**config.mk**
```make
export PLATFORM = sky130hd
export DESIGN_NAME = seg_desc_fetch
export DESIGN_NICKNAME = d
export VERILOG_FILES = /design/src/rtl/sdf_pkg.sv /design/src/rtl/sdf_rst_sync.sv /design/src/rtl/sdf_addr_gen.sv /design/src/rtl/sdf_ctl.sv /design/src/rtl/seg_desc_fetch.sv
export SDC_FILE = /design/constraint.sdc
export NUM_CORES = 1
export LEC_CHECK = 0
export ABC_AREA = 1
export CAP_MARGIN = 30
export CORE_MARGIN = 5
export CORE_UTILIZATION = 47
export CTS_CLUSTER_DIAMETER = 100
export CTS_CLUSTER_SIZE = 8
export DETAILED_ROUTE_END_ITERATION = 10
export HOLD_SLACK_MARGIN = 0.06
export PLACE_DENSITY = 0.79
export SETUP_SLACK_MARGIN = 0.1
export SLEW_MARGIN = 20
export SYNTH_ARGS = -nofsm -noshare
export SYNTH_HDL_FRONTEND = slang
export SYNTH_SLANG_ARGS = --single-unit
```
**constraint.sdc**
```tcl
create_clock -name clk -period 3.68 [get_ports clk]
set_input_delay 0.736 -clock clk [delete_from_list [all_inputs] [get_ports clk]]
set_output_delay 0.736 -clock clk [all_outputs]
set_load 0.1 [all_outputs]
```
**src/rtl/sdf_pkg.sv**
```systemverilog
package sdf_pkg;
  localparam int FNUM_W   = 5;
  localparam int FC_W     = 3;
  localparam int DF_BIT   = 3;
  localparam int USED_BIT = 4;

  typedef enum logic [3:0] {
    S_IDLE,
    S_PTW_RD,
    S_PTW_CHK,
    S_PTW_WB,
    S_SDW_RD0,
    S_SDW_RD1,
    S_SDW_CHK,
    S_FAULT,
    S_DONE
  } sdf_state_t;
endpackage

```
**src/rtl/sdf_rst_sync.sv**
```systemverilog
module sdf_rst_sync (
  input  logic clk,
  input  logic rst_n_in,
  output logic rst_n_out
);
  logic meta_q;
  logic sync_q;

  always_ff @(posedge clk or negedge rst_n_in) begin
    if (!rst_n_in) begin
      meta_q <= 1'b0;
      sync_q <= 1'b0;
    end else begin
      meta_q <= 1'b1;
      sync_q <= meta_q;
    end
  end

  assign rst_n_out = sync_q;
endmodule

```
**src/rtl/sdf_addr_gen.sv**
```systemverilog
module sdf_addr_gen #(
  parameter int SEG_W  = 15,
  parameter int ADDR_W = 24,
  parameter int PAGE_W = 10
) (
  input  logic [SEG_W-1:0]         seg,
  input  logic [ADDR_W-1:0]        base,
  input  logic                     unpaged,
  input  logic [ADDR_W-PAGE_W-1:0] frame,
  output logic [ADDR_W-1:0]        ptw_addr,
  output logic [ADDR_W-1:0]        desc_addr
);
  localparam int OFF_W = SEG_W + 1;

  logic [ADDR_W-1:0] off_ext;
  logic [ADDR_W-1:0] paged_addr;

  // each descriptor occupies two words
  assign off_ext    = {{(ADDR_W-OFF_W){1'b0}}, seg, 1'b0};
  assign ptw_addr   = base + (off_ext >> PAGE_W);
  assign paged_addr = {frame, off_ext[PAGE_W-1:0]};
  assign desc_addr  = unpaged ? (base + off_ext) : paged_addr;
endmodule

```
**src/rtl/sdf_ctl.sv**
```systemverilog
module sdf_ctl
  import sdf_pkg::*;
#(
  parameter int SEG_W   = 15,
  parameter int ADDR_W  = 24,
  parameter int DATA_W  = 36,
  parameter int FRAME_W = 14,
  parameter logic [FNUM_W-1:0] DF_BASE = 5'd16
) (
  input  logic                clk,
  input  logic                rst_n,
  input  logic                start,
  input  logic                cam_hit,
  input  logic                bypass,
  input  logic [SEG_W-1:0]    seg_in,
  input  logic [ADDR_W-1:0]   base_in,
  input  logic                unpaged_in,
  input  logic [ADDR_W-1:0]   ptw_addr,
  input  logic [ADDR_W-1:0]   desc_addr,
  input  logic                mem_ack,
  input  logic [DATA_W-1:0]   mem_rdata,
  output logic [SEG_W-1:0]    seg_q,
  output logic [ADDR_W-1:0]   base_q,
  output logic                unpaged_q,
  output logic                bypass_q,
  output logic [FRAME_W-1:0]  frame,
  output logic [DATA_W-1:0]   w0_q,
  output logic [DATA_W-1:0]   w1_q,
  output logic                mem_req,
  output logic                mem_we,
  output logic [ADDR_W-1:0]   mem_addr,
  output logic [DATA_W-1:0]   mem_wdata,
  output logic                busy,
  output logic                done,
  output logic                fault,
  output logic [FNUM_W-1:0]   fault_num
);
  sdf_state_t         st_q, st_d;
  logic [DATA_W-1:0]  ptw_q;
  logic [FNUM_W-1:0]  fnum_q, fnum_d;
  logic [FC_W-1:0]    fc_sel;
  logic               accept, ptw_en, w0_en, w1_en, fnum_en;

  assign accept  = (st_q == S_IDLE) && start && (!cam_hit || bypass);
  assign ptw_en  = (st_q == S_PTW_RD)  && mem_ack;
  assign w0_en   = (st_q == S_SDW_RD0) && mem_ack;
  assign w1_en   = (st_q == S_SDW_RD1) && mem_ack;
  assign fnum_en = (st_d == S_FAULT) && (st_q != S_FAULT);

  // next state
  always_comb begin
    st_d = st_q;
    unique case (st_q)
      S_IDLE:    if (accept) st_d = unpaged_in ? S_SDW_RD0 : S_PTW_RD;
      S_PTW_RD:  if (mem_ack) st_d = S_PTW_CHK;
      S_PTW_CHK: begin
        // absence outranks the used-flag update
        if (!ptw_q[DF_BIT])        st_d = S_FAULT;
        else if (!ptw_q[USED_BIT]) st_d = S_PTW_WB;
        else                       st_d = S_SDW_RD0;
      end
      S_PTW_WB:  if (mem_ack) st_d = S_SDW_RD0;
      S_SDW_RD0: if (mem_ack) st_d = S_SDW_RD1;
      S_SDW_RD1: if (mem_ack) st_d = S_SDW_CHK;
      S_SDW_CHK: st_d = w0_q[DF_BIT] ? S_DONE : S_FAULT;
      S_FAULT:   st_d = S_IDLE;
      S_DONE:    st_d = S_IDLE;
      default:   st_d = S_IDLE;
    endcase
  end

  assign fc_sel = (st_q == S_PTW_CHK) ? ptw_q[FC_W-1:0] : w0_q[FC_W-1:0];
  assign fnum_d = DF_BASE + {{(FNUM_W-FC_W){1'b0}}, fc_sel};

  // control registers
  always_ff @(posedge clk or negedge rst_n) begin
    if (!rst_n) begin
      st_q   <= S_IDLE;
      fnum_q <= '0;
    end else begin
      st_q <= st_d;
      if (fnum_en) fnum_q <= fnum_d;
    end
  end

  // data registers, clock-enabled, no reset
  always_ff @(posedge clk) begin
    if (accept) begin
      seg_q     <= seg_in;
      base_q    <= base_in;
      unpaged_q <= unpaged_in;
      bypass_q  <= bypass;
    end
    if (ptw_en) ptw_q <= mem_rdata;
    if (w0_en)  w0_q  <= mem_rdata;
    if (w1_en)  w1_q  <= mem_rdata;
  end

  assign frame = ptw_q[DATA_W-1 -: FRAME_W];

  always_comb begin
    mem_req   = 1'b0;
    mem_we    = 1'b0;
    mem_addr  = '0;
    mem_wdata = '0;
    unique case (st_q)
      S_PTW_RD: begin
        mem_req  = 1'b1;
        mem_addr = ptw_addr;
      end
      S_PTW_WB: begin
        mem_req   = 1'b1;
        mem_we    = 1'b1;
        mem_addr  = ptw_addr;
        mem_wdata = ptw_q | (DATA_W'(1) << USED_BIT);
      end
      S_SDW_RD0: begin
        mem_req  = 1'b1;
        mem_addr = desc_addr;
      end
      S_SDW_RD1: begin
        mem_req  = 1'b1;
        mem_addr = desc_addr + ADDR_W'(1);
      end
      default: ;
    endcase
  end

  assign busy      = (st_q != S_IDLE);
  assign done      = (st_q == S_DONE);
  assign fault     = (st_q == S_FAULT);
  assign fault_num = fault ? fnum_q : '0;
endmodule

```
**src/rtl/seg_desc_fetch.sv**
```systemverilog
module seg_desc_fetch
  import sdf_pkg::*;
#(
  parameter int SEG_W  = 15,
  parameter int ADDR_W = 24,
  parameter int DATA_W = 36,
  parameter int PAGE_W = 10,
  parameter logic [FNUM_W-1:0] DF_BASE = 5'd16
) (
  input  logic              clk,
  input  logic              rst_n,
  input  logic              start,
  input  logic [SEG_W-1:0]  seg_num,
  input  logic              cam_hit,
  input  logic              bypass,
  input  logic              dbr_unpaged,
  input  logic [ADDR_W-1:0] dbr_base,
  output logic              mem_req,
  output logic              mem_we,
  output logic [ADDR_W-1:0] mem_addr,
  output logic [DATA_W-1:0] mem_wdata,
  input  logic              mem_ack,
  input  logic [DATA_W-1:0] mem_rdata,
  output logic              ld_valid,
  output logic [SEG_W-1:0]  ld_seg,
  output logic [DATA_W-1:0] ld_word0,
  output logic [DATA_W-1:0] ld_word1,
  output logic              ld_bypass,
  output logic              busy,
  output logic              done,
  output logic              fault,
  output logic [FNUM_W-1:0] fault_num
);
  localparam int FRAME_W = ADDR_W - PAGE_W;

  logic              rst_n_s;
  logic [SEG_W-1:0]  seg_q;
  logic [ADDR_W-1:0] base_q;
  logic              unpaged_q;
  logic [FRAME_W-1:0] frame;
  logic [ADDR_W-1:0] ptw_addr, desc_addr;

  sdf_rst_sync rst_i (
    .clk       (clk),
    .rst_n_in  (rst_n),
    .rst_n_out (rst_n_s)
  );

  sdf_addr_gen #(
    .SEG_W (SEG_W), .ADDR_W (ADDR_W), .PAGE_W (PAGE_W)
  ) addr_i (
    .seg       (seg_q),
    .base      (base_q),
    .unpaged   (unpaged_q),
    .frame     (frame),
    .ptw_addr  (ptw_addr),
    .desc_addr (desc_addr)
  );

  sdf_ctl #(
    .SEG_W (SEG_W), .ADDR_W (ADDR_W), .DATA_W (DATA_W),
    .FRAME_W (FRAME_W), .DF_BASE (DF_BASE)
  ) ctl_i (
    .clk        (clk),
    .rst_n      (rst_n_s),
    .start      (start),
    .cam_hit    (cam_hit),
    .bypass     (bypass),
    .seg_in     (seg_num),
    .base_in    (dbr_base),
    .unpaged_in (dbr_unpaged),
    .ptw_addr   (ptw_addr),
    .desc_addr  (desc_addr),
    .mem_ack    (mem_ack),
    .mem_rdata  (mem_rdata),
    .seg_q      (seg_q),
    .base_q     (base_q),
    .unpaged_q  (unpaged_q),
    .bypass_q   (ld_bypass),
    .frame      (frame),
    .w0_q       (ld_word0),
    .w1_q       (ld_word1),
    .mem_req    (mem_req),
    .mem_we     (mem_we),
    .mem_addr   (mem_addr),
    .mem_wdata  (mem_wdata),
    .busy       (busy),
    .done       (done),
    .fault      (fault),
    .fault_num  (fault_num)
  );

  assign ld_valid = done;
  assign ld_seg   = seg_q;
endmodule

```
# ---- Word level (Yosys, flattened, before mapping)
# Index checks and enable logic that the tools add are counted.
dict set report op_classes {
  mux 17
  n_eq_ne 10
  add_sub_neg 4
  reduce_logical 12
}
# op count
set op_table {}
lappend op_table {{$pmux W24 S3} 1}
lappend op_table {{$mux W36} 1}
lappend op_table {{$mux W4} 7}
lappend op_table {{$pmux W4 S7} 1}
lappend op_table {{$add A24 B1 Y24 const B} 1}
lappend op_table {{$add A24 B16 Y24} 1}
lappend op_table {{$add A24 B6 Y24} 1}
lappend op_table {{$mux W24} 1}
lappend op_table {{$eq A4 B3 Y1 const B} 5}
lappend op_table {{$mux W3} 3}
lappend op_table {{$eq A4 B2 Y1 const B} 2}
lappend op_table {{$logic_and A1 B1 Y1} 6}
lappend op_table {{$add A5 B3 Y5 const A} 1}
lappend op_table {{$mux W5} 1}
lappend op_table {{$eq A4 B1 Y1 const B} 1}
lappend op_table {{$eq A4 B4 Y1 const B} 1}
lappend op_table {{$logic_not A4 Y1} 1}
lappend op_table {{$ne A4 B3 Y1 const B} 1}
lappend op_table {{$reduce_bool A4 Y1} 1}
lappend op_table {{$reduce_or A4 Y1} 1}
lappend op_table {{$mux W1} 2}
lappend op_table {{$reduce_or A2 Y1} 1}
lappend op_table {{$logic_not A1 Y1} 1}
lappend op_table {{$logic_or A1 B1 Y1} 1}
dict set report word_totals {
  register_bits 160
  word_cells 54
  out_inout_bits 159
  inputBits 82
}

# ---- Depth between registers and ports, before layout
dict set report logic_depth {
  word_depth 7
  ltp_mapped 21
  ltp_nobuf 21
}

# ---- By module
# Synthesis repeated with hierarchy kept, for this count alone.
dict set report hier_totals {
  hier_cells 1036
  area_unflattened_um2 8914.8
}
# module cells_each instances seq_area_each_um2 area_per_inst_um2
set modules_own_cells {}
lappend modules_own_cells {sdf_ctl 570 1 4674.5 6580.1}
lappend modules_own_cells {sdf_addr_gen 462 1 0.0 2273.4}
lappend modules_own_cells {sdf_rst_sync 3 1 50.0 53.8}
lappend modules_own_cells {seg_desc_fetch 1 1 0.0 7.5}

# ---- Worst setup path before layout
# Ideal clock, no wire load.
dict set report synth_path {
  kind {reg-to-output}
  startpoint {register ctl_i.seg_q[0]}
  endpoint {output mem_addr[9]}
  stages_incl_launch_ff 11
  required_ps 2944
  n_path_buf 0
  t_arrival_ps 4135
  slack_ps -1191
  cell_sequence {edfxtp_1 -> ha_1 -> inv_1 -> fa_1 -> o21ai_2 -> nand3_2 -> nor2_2 -> nand3_2 -> nor2_4 -> a21oi_1 -> o221ai_1}
}
dict set report synth_via {
  elab_chain_len 4
}
# element line_no
set synth_rtl {}
lappend synth_rtl {{start: declaration} sdf_ctl.sv:22} ;# output logic [SEG_W-1:0] seg_q,
lappend synth_rtl {{start signal: assignment} sdf_ctl.sv:89} ;# seg_q <= seg_in;
lappend synth_rtl {{$add A24 B16 Y24} sdf_addr_gen.sv:22} ;# assign desc_addr = unpaged ? (base + off_ext) : paged_addr;
lappend synth_rtl {{$mux W24 *} sdf_addr_gen.sv:22}
lappend synth_rtl {{$add A24 B1 Y24} sdf_ctl.sv:123} ;# mem_addr = desc_addr + ADDR_W'(1);
lappend synth_rtl {{$pmux W24 S3 *} sdf_ctl.sv:106} ;# unique case (st_q)
lappend synth_rtl {{end: declaration} seg_desc_fetch.sv:20} ;# output logic [ADDR_W-1:0] mem_addr,
# Mark *: on every way between the ends. The rest lies on a longest branch, timed or not.

# ---- Worst setup path after layout
dict set report layout_path {
  startpoint {register ctl_i.seg_q[0]}
  endpoint {output mem_addr[12]}
}
# The elaborated chain is that of the path after synthesis.

==> results by group <==
Detailed routing
  – Routed WL per cell: 20.2 um
  – Remaining antenna violation count: 0
  – Routed via count: 8615
  – Vias per inst: 5.44
  – Drt first-iter violations: 837
  – First drt pass iteration count: 5
  – Drt total wl: 32000 um
  – DRC viols: 0

Synth
  – Yosys Warn Count: 0
  – Largest area contributor in the netlist: edfxtp_1
  – Register bit count reported by yosys: 159
  – Sequential fraction of the synthesis area: 55.3%
  – Distinct cell type count after synthesis: 38
  – EDFF count, synth: 149
  – Synthesized instance count: 995
  – Post-synth top area share: 52.3%
  – Ys flop type: edfxtp_1
  – Syn Nets: 1101
  – Post-Syn Area: 8550 sq um
  – Synth area leaders: edfxtp_1 52%, nand2_1 13%, inv_1 7.6%
  – Avg Inst Size Synth: 8.59 sq um
  – Async SR Flop Fraction: 6.29%

Final layout
  – Commonest cells after routing, fill and taps aside: 229 x nand2_1, 167 x clkdlybuf4s50_1, 158 x inv_1, 149 x edfxtp_1, 137 x buf_4
  – Commonest non-fill, non-tap cell in the layout: nand2_1
  – Area growth, synth to finish: 64.9%
  – Multi-input gate area: 4370 sq um
  – Final cell count without fillers: 1583
  – Fin nets: 1447
  – Share of cells above drive strength 1: 33.9%
  – # diodes: 0
  – Number of fill cells: 1110
  – Register area: 4720 sq um

Timing
  – Setup TNS: -4.00 ns
  – Worst clock skew: 0.0147 ns
  – # setup viols final: 18
  – Min Hold Slack: 0.152 ns
  – FMAX: 0.251 GHz
  – Fin. Hold Viols: 0
  – Relative slew margins: 31.2%
  – Final Cycle Share: 108%
  – Worst-margin pin slew: 1.03 ns
  – Tmin final: 3.99 ns
  – RSZ-0062 raised after global routing: true
  – Post-route setup slack: -0.308 ns
  – Slew Limit Fails: 0

Placed design
  – DP Worst Slack: -0.0181 ns
  – Cells after DPL: 1488
  – HPWL after DPL: 22400 um
  – GPL Wtd Cong: 0.937
  – IO Port Bufs: 239

Clock tree
  – Clk sink count: 159
  – Clock tree buffer depth: 2
  – Clock Pin Slew Worst Setup and Hold Paths: 0.08 ns
  – CTS root buf: clkbuf_16
  – Total CTS buffers: 17
  – CTS Hold Bufs: 0
  – CTS HTree Levels: 4
  – Worst-Skew Late Latency: 0.44 ns
  – CTS tree: yes

Power
  – Net Switching: 5.91 mW
  – Seq pwr share: 22.0%
  – Combinational power share: 61.9%
  – Pwr Total: 11.2 mW
  – Clock share of power: 16.1%
  – Pwr dens: 796 nW/um^2
  – Max VDD drop: 0.861 mV
  – Total internal power: 5.32 mW
  – Switch share: 52.6%
  – Leakage: 6.03 nW

Run status
  – Failing checks: negative setup slack
  – Status: complete, but fails checks

Floorplanning
  – Die height: 145 um
  – Site row count: 49
  – Core area: 18000 sq um
  – Die area: 21000 sq um
  – Die width: 145 um
  – Ports: 241
  – Initial Utilization: 47.6%

Worst setup path
  – Largest stage delay, worst path: 0.40 ns
  – Crit path DAT: 3.25 ns
  – CP bufs+invs: 4
  – Crit end category: output port
  – CP max stage cell: edfxtp_1
  – Crit-path most repeated cell: nand2_2
  – Worst path top cell family by delay: simple AND/OR/NAND/NOR gates
  – CP cell instances: ha_4 > inv_2 > fa_2 > inv_2 > nand2_2 > nand2_4 > nand3_1 > nand2_2 > nand2_1 > nand2_2 > o21ai_4 > nor2_4 > buf_4 > nand3_4 > o211ai_1 > o221ai_4 > buf_12
  – CP Max Fanout: 3
  – WP data required: 2.94 ns
  – Nature of the critical path startpoint: flop
  – Critical path class: flop to output port

GRT
  – GRT Overall Usage: 28.6%
  – Largest net degree at the start of global routing: 37
  – Vias in the first global route: 8378
  – Grt ovf: 0
  – First-pass GRT wire length: 45300 um
  – Initial antenna violation count: 2

Worst hold path
  – Hold Path Class: flop to async pin

Flow run
  – Max-cap violations: 0
cell type report:
cell class	count	share of cell area [%]
clock inverters	15	1.30
multi-input cells	644	31.0
clock buffers	17	3.02
flip-flops and latches	159	33.5
inverters	176	4.72
well taps	229	2.03
repair buffers	343	24.4
through the flow:
stage	area, sq um	utilization, %
CTS	13500	75.0
detailed placement	12200	67.9
floorplan	9090	-
finish	14100	78.5
global placement	12100	67.6
global route	14100	78.5
Yosys cell counts (3+ instances only):
cell type,instances
nor2_1,103
nor2_2,4
o211ai_1,10
nand2_1,290
buf_4,3
nand3_1,94
dfrtp_1,10
nor4_1,3
edfxtp_1,149
o21ai_0,28
inv_1,173
o221ai_1,8
nor3_1,10
a21oi_1,33
or2_2,3
nand4_1,10
clkbuf_1,10
ha_1,22
what timing repair did:
item / in CTS / in global routing
endpoints found under the hold margin: 0 / 0
pin swaps: 33 / 28
buffers inserted: 35 / 25
endpoints found under the setup margin: 18 / 19
gates resized for setup: 88 / 101
flip-flops by register name (all words and copies together) (netlist names):
name	flops
ctl_i.fnum_q	4
ctl_i.bypass_q	1
ctl_i.w0_q	36
ctl_i.ptw_q	36
ctl_i.w1_q	36
rst_i.meta_q	1
ctl_i.st_q	4
ctl_i.unpaged_q	1
rst_i.rst_n_out	1
ctl_i.seg_q	15
ctl_i.base_q	24
per-layer routing:
layer | track usage, % | part of all wire [%] | routed length (um) | up-vias
met4 | 11.1 | 4.4 | 1410 | 4
met5 | 0 | 0.12 | 38 | -
met3 | 10.7 | 11 | 3470 | 118
met2 | 49.2 | 49 | 15800 | 505
met1 | 32.4 | 35 | 11200 | 4025
li1 | - | - | - | 3963
power groups by stage:
stage | combinational [mW] | clock [mW] | sequential [mW]
after floorplan | 3.48 | 0 | 3.34
after global routing | 7.22 | 1.92 | 2.49
final | 6.95 | 1.81 | 2.47
after detailed placement | 6.30 | 0 | 2.51
after global placement | 6.26 | 0 | 2.49
after CTS | 6.59 | 1.83 | 2.48
path summary, 6_finish.rpt:
check | endpoint | from | slack (ns) | depth (start not counted)
setup / recovery | mem_addr[12] | ctl_i.seg_q[0] | -0.31 | 17
hold / removal | ctl_i.fnum_q[0] | rst_i.rst_n_out | 0.15 | 0
setup reg to reg | ctl_i.w0_q[9] | ctl_i.st_q[1] | 1.23 | 7
hold reg to reg | ctl_i.fnum_q[0] | rst_i.rst_n_out | 0.15 | 0
max in group asynchronous | rst_i.rst_n_out | rst_n | 3.11 | 1
min in group clk | rst_i.rst_n_out | rst_i.meta_q | 0.35 | 0
cells by family after synthesis:
logic type / share of synthesized area (%)
DFF: 55.3
AOI/OAI and AO/OA: 6.22
and+or+nand+nor: 25.8
adders and majority gates: 3.69
other: 0.0878
xor gates and xnor gates: 0.307
buffers and inverters: 8.68
Note: power is estimated with default switching activity, not from simulation.
